===== config.mk =====
export PLATFORM = sky130hd
export DESIGN_NAME = irq_save_unit
export DESIGN_NICKNAME = d
export VERILOG_FILES = /design/src/rtl/irq_save_pkg.sv /design/src/rtl/irq_prio_arb.sv /design/src/rtl/irq_save_pair.sv /design/src/rtl/irq_save_unit.sv
export SDC_FILE = /design/constraint.sdc
export NUM_CORES = 1
export LEC_CHECK = 0
export BUFFER_PORTS_ARGS = -buffer_cell sky130_fd_sc_hd__buf_2
export CAP_MARGIN = 20
export CORE_UTILIZATION = 56
export CTS_CLUSTER_SIZE = 25
export DETAILED_ROUTE_END_ITERATION = 10
export PLACE_DENSITY = 0.95
export SKIP_LAST_GASP = 1
export SLEW_MARGIN = 30
export SYNTH_ARGS = -nofsm -noshare
export SYNTH_HDL_FRONTEND = slang
export SYNTH_SLANG_ARGS = --single-unit

===== constraint.sdc =====
create_clock -name clk -period 3.22 [get_ports clk]
set_input_delay 0.322 -clock clk [delete_from_list [all_inputs] [get_ports clk]]
set_output_delay 0.322 -clock clk [all_outputs]
set_load 0.01 [all_outputs]

===== src/rtl/irq_save_pkg.sv =====
package irq_save_pkg;

    localparam int NCLS  = 3;
    localparam int CLS_W = $clog2(NCLS + 1);

    localparam int IDX_NC = 0;
    localparam int IDX_CR = 1;
    localparam int IDX_MC = 2;

    typedef enum logic [CLS_W-1:0] {
        CLS_NONE = 2'd0,
        CLS_NC   = 2'd1,
        CLS_CR   = 2'd2,
        CLS_MC   = 2'd3
    } irq_cls_e;

endpackage


===== src/rtl/irq_prio_arb.sv =====
module irq_prio_arb #(
    parameter int N = 3
) (
    input  logic [N-1:0] req,
    input  logic [N-1:0] en,
    output logic [N-1:0] grant
);

    // Highest index wins among requests whose enable is set.
    always_comb begin
        grant = '0;
        for (int i = N - 1; i >= 0; i--) begin
            if (req[i] && en[i] && (grant == '0)) begin
                grant[i] = 1'b1;
            end
        end
    end

endmodule


===== src/rtl/irq_save_pair.sv =====
module irq_save_pair #(
    parameter int AW = 32,
    parameter int MW = 32
) (
    input  logic          clk,
    input  logic          rst_n,
    input  logic          save_en,
    input  logic [AW-1:0] save_addr,
    input  logic [MW-1:0] save_msw,
    output logic [AW-1:0] held_addr,
    output logic [MW-1:0] held_msw
);

    typedef struct packed {
        logic [AW-1:0] addr;
        logic [MW-1:0] msw;
    } pair_t;

    pair_t pair_d, pair_q;

    always_comb begin
        pair_d = pair_q;
        if (save_en) begin
            pair_d.addr = save_addr;
            pair_d.msw  = save_msw;
        end
    end

    always_ff @(posedge clk) begin
        if (!rst_n) begin
            pair_q <= '0;
        end else begin
            pair_q <= pair_d;
        end
    end

    assign held_addr = pair_q.addr;
    assign held_msw  = pair_q.msw;

endmodule


===== src/rtl/irq_save_unit.sv =====
module irq_save_unit
    import irq_save_pkg::*;
#(
    parameter int AW          = 32,
    parameter int MW          = 32,
    parameter int EXT_EN_BIT  = 15,
    parameter int CRIT_EN_BIT = 17,
    parameter int MCHK_EN_BIT = 12
) (
    input  logic          clk,
    input  logic          rst_n,
    input  logic          nc_req,
    input  logic          nc_use_fault,
    input  logic          cr_req,
    input  logic          cr_use_fault,
    input  logic          mc_req,
    input  logic          mc_use_fault,
    input  logic [AW-1:0] next_pc,
    input  logic [AW-1:0] fault_pc,
    input  logic          msw_wr_en,
    input  logic [MW-1:0] msw_wr_data,
    input  logic          ret_nc,
    input  logic          ret_cr,
    input  logic          ret_mc,
    output logic [MW-1:0] msw,
    output logic [2:0]    irq_taken,
    output logic [1:0]    taken_cls,
    output logic          ret_valid,
    output logic [AW-1:0] ret_pc,
    output logic [AW-1:0] nc_save_addr,
    output logic [MW-1:0] nc_save_msw,
    output logic [AW-1:0] cr_save_addr,
    output logic [MW-1:0] cr_save_msw,
    output logic [AW-1:0] mc_save_addr,
    output logic [MW-1:0] mc_save_msw
);

    typedef struct packed {
        logic [MW-1:0]    msw;
        logic [NCLS-1:0]  taken;
        logic [CLS_W-1:0] cls;
        logic             ret_valid;
        logic [AW-1:0]    ret_pc;
    } state_t;

    function automatic int en_bit(input int cls_idx);
        case (cls_idx)
            IDX_NC:  return EXT_EN_BIT;
            IDX_CR:  return CRIT_EN_BIT;
            default: return MCHK_EN_BIT;
        endcase
    endfunction

    state_t st_d, st_q;

    logic [NCLS-1:0] req_vec, fault_sel, en_vec, ret_vec;
    logic [NCLS-1:0] take_grant, ret_grant;
    logic            any_take, any_ret;
    logic [AW-1:0]   save_addr [NCLS];
    logic [AW-1:0]   held_addr [NCLS];
    logic [MW-1:0]   held_msw  [NCLS];

    assign req_vec   = {mc_req, cr_req, nc_req};
    assign fault_sel = {mc_use_fault, cr_use_fault, nc_use_fault};
    assign ret_vec   = {ret_mc, ret_cr, ret_nc};

    always_comb begin
        for (int i = 0; i < NCLS; i++) begin
            en_vec[i] = st_q.msw[en_bit(i)];
        end
    end

    irq_prio_arb #(.N(NCLS)) u_take_arb (
        .req   (req_vec),
        .en    (en_vec),
        .grant (take_grant)
    );

    irq_prio_arb #(.N(NCLS)) u_ret_arb (
        .req   (ret_vec),
        .en    ({NCLS{1'b1}}),
        .grant (ret_grant)
    );

    assign any_take = |take_grant;
    assign any_ret  = |ret_grant;

    generate
        for (genvar g = 0; g < NCLS; g++) begin : g_pair
            assign save_addr[g] = fault_sel[g] ? fault_pc : next_pc;

            irq_save_pair #(.AW(AW), .MW(MW)) u_pair (
                .clk       (clk),
                .rst_n     (rst_n),
                .save_en   (take_grant[g]),
                .save_addr (save_addr[g]),
                .save_msw  (st_q.msw),
                .held_addr (held_addr[g]),
                .held_msw  (held_msw[g])
            );
        end
    endgenerate

    always_comb begin
        st_d           = st_q;
        st_d.taken     = take_grant;
        st_d.cls       = CLS_NONE;
        st_d.ret_valid = 1'b0;
        if (any_take) begin
            for (int i = 0; i < NCLS; i++) begin
                if (take_grant[i]) begin
                    st_d.cls = CLS_W'(i + 1);
                    for (int j = 0; j <= i; j++) begin
                        st_d.msw[en_bit(j)] = 1'b0;
                    end
                end
            end
        end else if (any_ret) begin
            for (int i = 0; i < NCLS; i++) begin
                if (ret_grant[i]) begin
                    st_d.msw    = held_msw[i];
                    st_d.ret_pc = held_addr[i];
                end
            end
            st_d.ret_valid = 1'b1;
        end else if (msw_wr_en) begin
            st_d.msw = msw_wr_data;
        end
    end

    always_ff @(posedge clk) begin
        if (!rst_n) begin
            st_q <= '0;
        end else begin
            st_q <= st_d;
        end
    end

    assign msw          = st_q.msw;
    assign irq_taken    = st_q.taken;
    assign taken_cls    = st_q.cls;
    assign ret_valid    = st_q.ret_valid;
    assign ret_pc       = st_q.ret_pc;
    assign nc_save_addr = held_addr[IDX_NC];
    assign nc_save_msw  = held_msw[IDX_NC];
    assign cr_save_addr = held_addr[IDX_CR];
    assign cr_save_msw  = held_msw[IDX_CR];
    assign mc_save_addr = held_addr[IDX_MC];
    assign mc_save_msw  = held_msw[IDX_MC];

    AST_TAKEN_ONEHOT: assert property (@(posedge clk) disable iff (!rst_n)
        $onehot0(irq_taken));

    AST_NC_CLEARS_EXT: assert property (@(posedge clk) disable iff (!rst_n)
        irq_taken[IDX_NC] |=> !msw[EXT_EN_BIT] || $past(any_ret || msw_wr_en));

    AST_NC_NEEDS_EN: assert property (@(posedge clk) disable iff (!rst_n)
        (nc_req && !msw[EXT_EN_BIT]) |=> !irq_taken[IDX_NC]);

    AST_CR_CLEARS: assert property (@(posedge clk) disable iff (!rst_n)
        irq_taken[IDX_CR] |-> (!msw[CRIT_EN_BIT] && !msw[EXT_EN_BIT]));

    AST_MC_CLEARS: assert property (@(posedge clk) disable iff (!rst_n)
        irq_taken[IDX_MC] |-> (!msw[MCHK_EN_BIT] && !msw[CRIT_EN_BIT] && !msw[EXT_EN_BIT]));

    AST_MC_FIRST: assert property (@(posedge clk) disable iff (!rst_n)
        (mc_req && msw[MCHK_EN_BIT]) |=> (irq_taken == 3'b100));

    AST_NC_PAIR_KEPT: assert property (@(posedge clk) disable iff (!rst_n)
        (cr_req || mc_req) && !nc_req |=> $stable(nc_save_addr) && $stable(nc_save_msw));

    AST_NC_ADDR_SEL: assert property (@(posedge clk) disable iff (!rst_n)
        (nc_req && msw[EXT_EN_BIT] && !(cr_req && msw[CRIT_EN_BIT]) && !(mc_req && msw[MCHK_EN_BIT]))
        |=> nc_save_addr == (($past(nc_use_fault)) ? $past(fault_pc) : $past(next_pc)));

    AST_NC_RETURN: assert property (@(posedge clk) disable iff (!rst_n)
        (ret_nc && !ret_cr && !ret_mc && !any_take)
        |=> (msw == $past(nc_save_msw)) && (ret_pc == $past(nc_save_addr)) && ret_valid);

    AST_TAKE_BLOCKS_RET: assert property (@(posedge clk) disable iff (!rst_n)
        any_take |=> !ret_valid);

endmodule


Word-level counts from Yosys, hierarchy flattened
Cells that the tools add are included.
{"block": "word_totals", "ramBits": 0, "romBits": 0, "ff_bits": 262, "latch_bits": 0, "output_inout_bits": 262, "input_bits": 108, "mem_count": 0}
{"block": "classes", "n_lt_le_gt_ge": 12, "shifts": 0, "n_reduce_logical": 23, "n_addsub": 0, "mux": 51, "eq_ne": 1, "div_mod_pow": 0, "bitwise_logic": 16, "mul": 0}
{"cell": "$mux 32", "n": 29}
{"cell": "$and 32x32->32", "n": 6}
{"cell": "$ge 32x1->1 const B", "n": 6}
{"cell": "$lt 32x7->1 const B", "n": 6}
{"cell": "$not 32->32", "n": 6}
{"cell": "$mux 33", "n": 1}
{"cell": "$demux 1 s5", "n": 6}
{"cell": "$logic_and 1x1->1", "n": 13}
{"cell": "$mux 1", "n": 13}
{"cell": "$reduce_bool 3->1", "n": 2}
{"cell": "$reduce_or 3->1", "n": 2}
{"cell": "$ne 5x5->1 const B", "n": 1}
{"cell": "$logic_not 2->1", "n": 2}
{"cell": "$mux 2", "n": 2}
{"cell": "$not 1->1", "n": 4}
{"cell": "$reduce_and 2->1", "n": 2}
{"cell": "$reduce_or 4->1", "n": 1}
{"cell": "$reduce_and 3->1", "n": 1}

Depth between registers and ports, before layout
{"block": "depth", "depth_word": 27, "depth_mapped": 7, "ltp_nobuf": 4}

Modules after synthesis
Synthesis repeated with hierarchy kept, for this count alone.
{"block": "unflattened", "cells_unflattened": 1261, "area_unflattened_um2": 12703.4}
{"module": "irq_save_pair", "area_per_inst_um2": 2451.1, "n_inst": 3, "cells_per_inst": 206, "seq_area_each_um2": 1281.2}
{"module": "irq_save_unit", "area_per_inst_um2": 5297.6, "n_inst": 1, "cells_per_inst": 635, "seq_area_each_um2": 1401.3}
{"module": "irq_prio_arb", "area_per_inst_um2": 26.3, "n_inst": 2, "cells_per_inst": 4, "seq_area_each_um2": 0.0}

Worst setup path before layout
Ideal clock, no wire load.
{"block": "synth_path", "kind": "input to register", "from": "in ret_cr", "to": "reg st_q, in the netlist ret_pc[10]", "arrival_ns": 1.464, "setup_slack_ns": 1.640, "path_buffers": 3, "cell_stages": 7, "path_cell_list": "buf_2 > or3_1 > buf_2 > nand2_2 > buf_6 > mux2i_1 > nor2b_1"}
{"block": "synth_via", "elab_chain_cells": 7}
{"element": "start, declared", "line": "irq_save_unit.sv:23", "source": "input logic ret_cr,"}
{"element": "$logic_and 1x1->1 *", "line": "irq_prio_arb.sv:13", "source": "if (req[i] && en[i] && (grant == '0)) begin"}
{"element": "$mux 1 *", "line": "irq_prio_arb.sv:13"}
{"element": "$logic_not 2->1", "line": "irq_prio_arb.sv:13"}
{"element": "$logic_and 1x1->1", "line": "irq_prio_arb.sv:13"}
{"element": "$mux 1", "line": "irq_prio_arb.sv:13"}
{"element": "$reduce_bool 3->1 (no source line) or $reduce_or 3->1 (tied branches)"}
{"element": "$reduce_and 3->1 (no source line)"}
{"element": "end signal, assigned", "line": "irq_save_unit.sv:135", "source": "st_q <= st_d;"}
{"element": "end, declared", "line": "irq_save_unit.sv:54", "source": "state_t st_d, st_q;"}
Mark *: on every way between the ends. The rest lies on a longest branch, timed or not.
A chain may end at the register's enable or synchronous reset.

Worst setup path after layout
{"block": "layout_path", "from": "reg st_q, in the netlist msw[12]", "to": "reg st_q, in the netlist msw[4]"}
{"block": "layout_via", "elab_chain_cells": 19}
{"element": "$logic_and 1x1->1 *", "line": "irq_prio_arb.sv:13"}
{"element": "$mux 1 *", "line": "irq_prio_arb.sv:13"}
{"element": "$not 1->1", "line": "irq_prio_arb.sv:13"}
{"element": "$logic_and 1x1->1", "line": "irq_prio_arb.sv:13"}
{"element": "$mux 1", "line": "irq_prio_arb.sv:13"}
{"element": "$logic_not 2->1", "line": "irq_prio_arb.sv:13"}
{"element": "$logic_and 1x1->1", "line": "irq_prio_arb.sv:13"}
{"element": "$mux 1", "line": "irq_prio_arb.sv:13"}
{"element": "$mux 32", "line": "irq_save_unit.sv:111", "source": "if (take_grant[i]) begin"}
{"element": "$mux 32", "line": "irq_save_unit.sv:109", "source": "if (any_take) begin"}
{"element": "$and 32x32->32 (no source line) (2 in series)"}
{"element": "$mux 32", "line": "irq_save_unit.sv:111"}
{"element": "$mux 32", "line": "irq_save_unit.sv:109"}
{"element": "$and 32x32->32 (no source line) (3 in series)"}
{"element": "$mux 32", "line": "irq_save_unit.sv:111"}
{"element": "$mux 32", "line": "irq_save_unit.sv:109"}
Mark *: on every way between the ends. The rest lies on a longest branch, timed or not. The select of a mux whose other input is x is not followed.

==> results.md <==
* Crit path from: msw[12]$_SDFFE_PN0P_
* Unique masters post-synth at 41
* Chip Width at 150 microns
* Placement row count at 53
* Tcrit/Tclk final at ~72%
* Critical Path End Type: flip-flop
* Max-slew violations at 0
* Initial core utilization at 57.6%
* Non-Filler Instances at 1976
* Clock root buffer: clkbuf_16
* Worst setup SP type: flip-flop
* Largest net degree at the start of global routing at between 100 and 150
* Slew margin rel. at between 40% and 50%
* Hold-fix buffers, CTS at 0
* Leakage at 7.68 nW
* Sw Pwr at 0.00187 W
* Maxcap violations at 0
* Max VDD drop at around 0.00045 V
* Min Tclk post-route at ~2.3 ns
* DR pass1 iterations at 8
* Setup TNS Final at 0 ns
* Critical path type: reg -> reg
* Wire length per cell at slightly below 20 microns
* Count of input and output buffers at 369
* Top-level I/O count at 370
* Hpwl dp at approximately 25000 microns
* CTS sink count at between 200 and 300
* Switching share of power at between 20 and 25%
* Clock power frac at 43.7%
* Number of buffers created by CTS at 27
* Status: finished, final reports clean
* Vias in the first global route at 11300
* CTS tree: done
* All-Layer GR Usage at roughly 34%
* FF-to-FF Start: msw[12]$_SDFFE_PN0P_
* Gr ovfl total at 0
* Starting DRT DRC Count at 909
* Max FO, Critical Path at 35
* Sequential area share after synthesis at between 40% and 50%
* Drt drc at 0
* Placer congestion estimate at 0.908
* Worst Hold Class: in -> reg
* Core ar. at 21200 sq um
* Chip Height at around 150 microns
* H-tree depth at 1
* PD cells at roughly 500 nW/um^2
* Synthesis Warnings at 0
* RSZ-0062 raised after global routing: no
* Required @ worst endpoint at around 3.7 ns
* Sequential Power Share at approximately 46%
* Syn_nets at 1497
* Via-to-Cell Ratio at around 6
* Postcts setup bufs at 0
* Layout Area Growth over Synthesis at 22.9%
* Initial antenna violation count at 2
* Wirelength, routed at between 30000 and 40000 microns
* Clock insertion delay at the later pin of the skew report at approximately 0.54 ns
* Global-route wire length before repair at approximately 60000 microns
* Comb power frac at around 11%
* Fillers at 1525
* Post-Syn Instances at between 1000 and 1500
* Post-CTS Resized at 0
* Slew @ Worst Pin at approximately 0.77 ns
* Die Area at around 22000 sq um
* Final setup vio count at 0
* Placed Cells at about 1900
* Internal power at about 0.0056 W
* Nets at about 1800
* CP arrival at 2.79 ns
* Clk slew on worst S/H paths at ~0.06 ns
* Post-synthesis register bit count at roughly 260
* Via Count at approximately 12000
* Layout cells sized above 1 at approximately a quarter
* Final ANT Viol Nets at 0
* Max Clock Freq at 429 MHz
* Fin. Hold Viols at 0
* Mapped Area at around 12000 sq um
* Clk buf depth at 3
* Worst Clk Skew at about 0.018 ns
* Post-Syn Area per Cell at between 8 and 9 sq um
* HP Start: msw_wr_data[25]
[per-stage QoR]
stage / worst slack [ns] / utilization [%] / total power [W] / cell area (sq um) / hold slack (ns)
after floorplan: 1.64 / - / 0.00395 / 12200 / 0.491
after global placement: 0.937 / 66.3 / 0.00423 / 14100 / 0.454
after detailed placement: 0.829 / 66.3 / 0.00425 / 14100 / 0.459
after CTS: 0.862 / 70.7 / 0.00747 / 15000 / 0.129
after global routing: 0.815 / 70.8 / 0.00770 / 15000 / 0.152
final: 0.888 / 70.8 / 0.00748 / 15000 / 0.151
[state kept, by name (all words and copies together) (netlist names)]
name,count
g_pair.u_pair.held_addr,96
g_pair.u_pair.held_msw,96
msw,32
ret_pc,32
irq_taken,3
taken_cls,2
ret_valid,1
[cells in the mapped netlist]
cell type	number	share of area [%]
nand2_1	393	12
dfxtp_1	262	43
mux2i_1	160	13
o211a_1	96	7.9
nor2b_1	76	3.9
clkbuf_1	74	2.3
a21boi_0	64	3.9
buf_2	40	1.6
o21ai_0	40	1.6
a21boi_1	31	1.9
nor3b_1	22	1.4
o31ai_1	22	1.4
a32oi_1	21	1.5
a21oi_1	17	0.70
nand3b_1	9	0.55
o21ai_1	9	0.37
a31oi_1	8	0.41
buf_1	6	0.18
nor2_1	4	0.12
and2_1	3	0.15
buf_6	3	0.28
inv_1	3	0.092
nand3_1	3	0.12
a221o_1	2	0.16
and3_1	2	0.10
buf_4	2	0.12
o211ai_1	2	0.12
o21a_1	2	0.12
a21boi_2	1	0.092
a221oi_1	1	0.072
a222oi_1	1	0.082
a22o_1	1	0.072
a41o_1	1	0.082
nand2_2	1	0.051
nand4_1	1	0.051
nor3_2	1	0.082
nor3b_2	1	0.10
o21ai_2	1	0.072
o221a_2	1	0.092
or2_2	1	0.051
or3_1	1	0.051
[final cells by class]
type                       instances  area [sq um]  area share [%]
antenna                            1          2.50          0.0167
clock buffer                      39           801            5.33
sequential                       262          5250            34.9
multi-input combinational        999          6450            42.9
timing repair buffer             387          2040            13.6
inverter                           3          11.3          0.0750
tap                              275           344            2.29
clock inverter                    10           129           0.858
[critical path, stage by stage (launching register included)]
cell	delay (ns)
dfxtp_1	0.39
a222oi_1	0.53
buf_4	0.53
a21boi_2	0.46
o21ai_1	0.13
a31oi_1	0.19
[power groups by stage]
stage / Combinational, W / Clock, W / Sequential, W
after floorplan: 0.000465 / 0 / 0.00349
after global placement: 0.000766 / 0 / 0.00346
after detailed placement: 0.000788 / 0 / 0.00346
after CTS: 0.000798 / 0.00328 / 0.00339
after global routing: 0.000862 / 0.00343 / 0.00340
final: 0.000812 / 0.00326 / 0.00340
[worst paths after layout]
kind                            cells past startpoint  slack, ns                                   endpoint
worst max-delay path                                5       0.89                        msw[4]$_SDFFE_PN0P_
worst min-delay path                                3       0.15                       msw[25]$_SDFFE_PN0P_
worst max register to register                      5       0.89                        msw[4]$_SDFFE_PN0P_
worst min register to register                      2       0.47  g_pair[0].u_pair.held_msw[2]$_SDFFE_PN0P_
[layer usage]
layer | share of wire (%) | vias to the layer above | global-route usage (%)
met4 | 5.0 | 2 | 17.8
li1 | - | 5389 | -
met1 | 37 | 5584 | 40.0
met2 | 47 | 762 | 55.6
met3 | 11 | 148 | 8.57
met5 | 0.028 | - | 0
[logic make-up after synthesis]
| logic type | share of synthesized area [%] |
|---|---|
| DFF | 42.9 |
| AOI/OAI and AO/OA | 20.6 |
| buffers and inverters | 4.59 |
| and+or+nand+nor | 18.8 |
| muxes | 13.1 |
[cell usage in the layout (no fill, tap or decap), types with 17 or more instances in the layout]
cell / netlist / final
clkbuf_16: 0 / 27
nor2b_1: 76 / 76
o211a_1: 96 / 96
a21boi_0: 64 / 64
nand2_1: 393 / 393
dfxtp_1: 262 / 262
mux2i_1: 160 / 160
buf_4: 2 / 20
a21oi_1: 17 / 17
nor3b_1: 22 / 22
o21ai_0: 40 / 40
a32oi_1: 21 / 21
buf_2: 40 / 363
o31ai_1: 22 / 22
a21boi_1: 31 / 31
(Power assumes the default switching activity.)
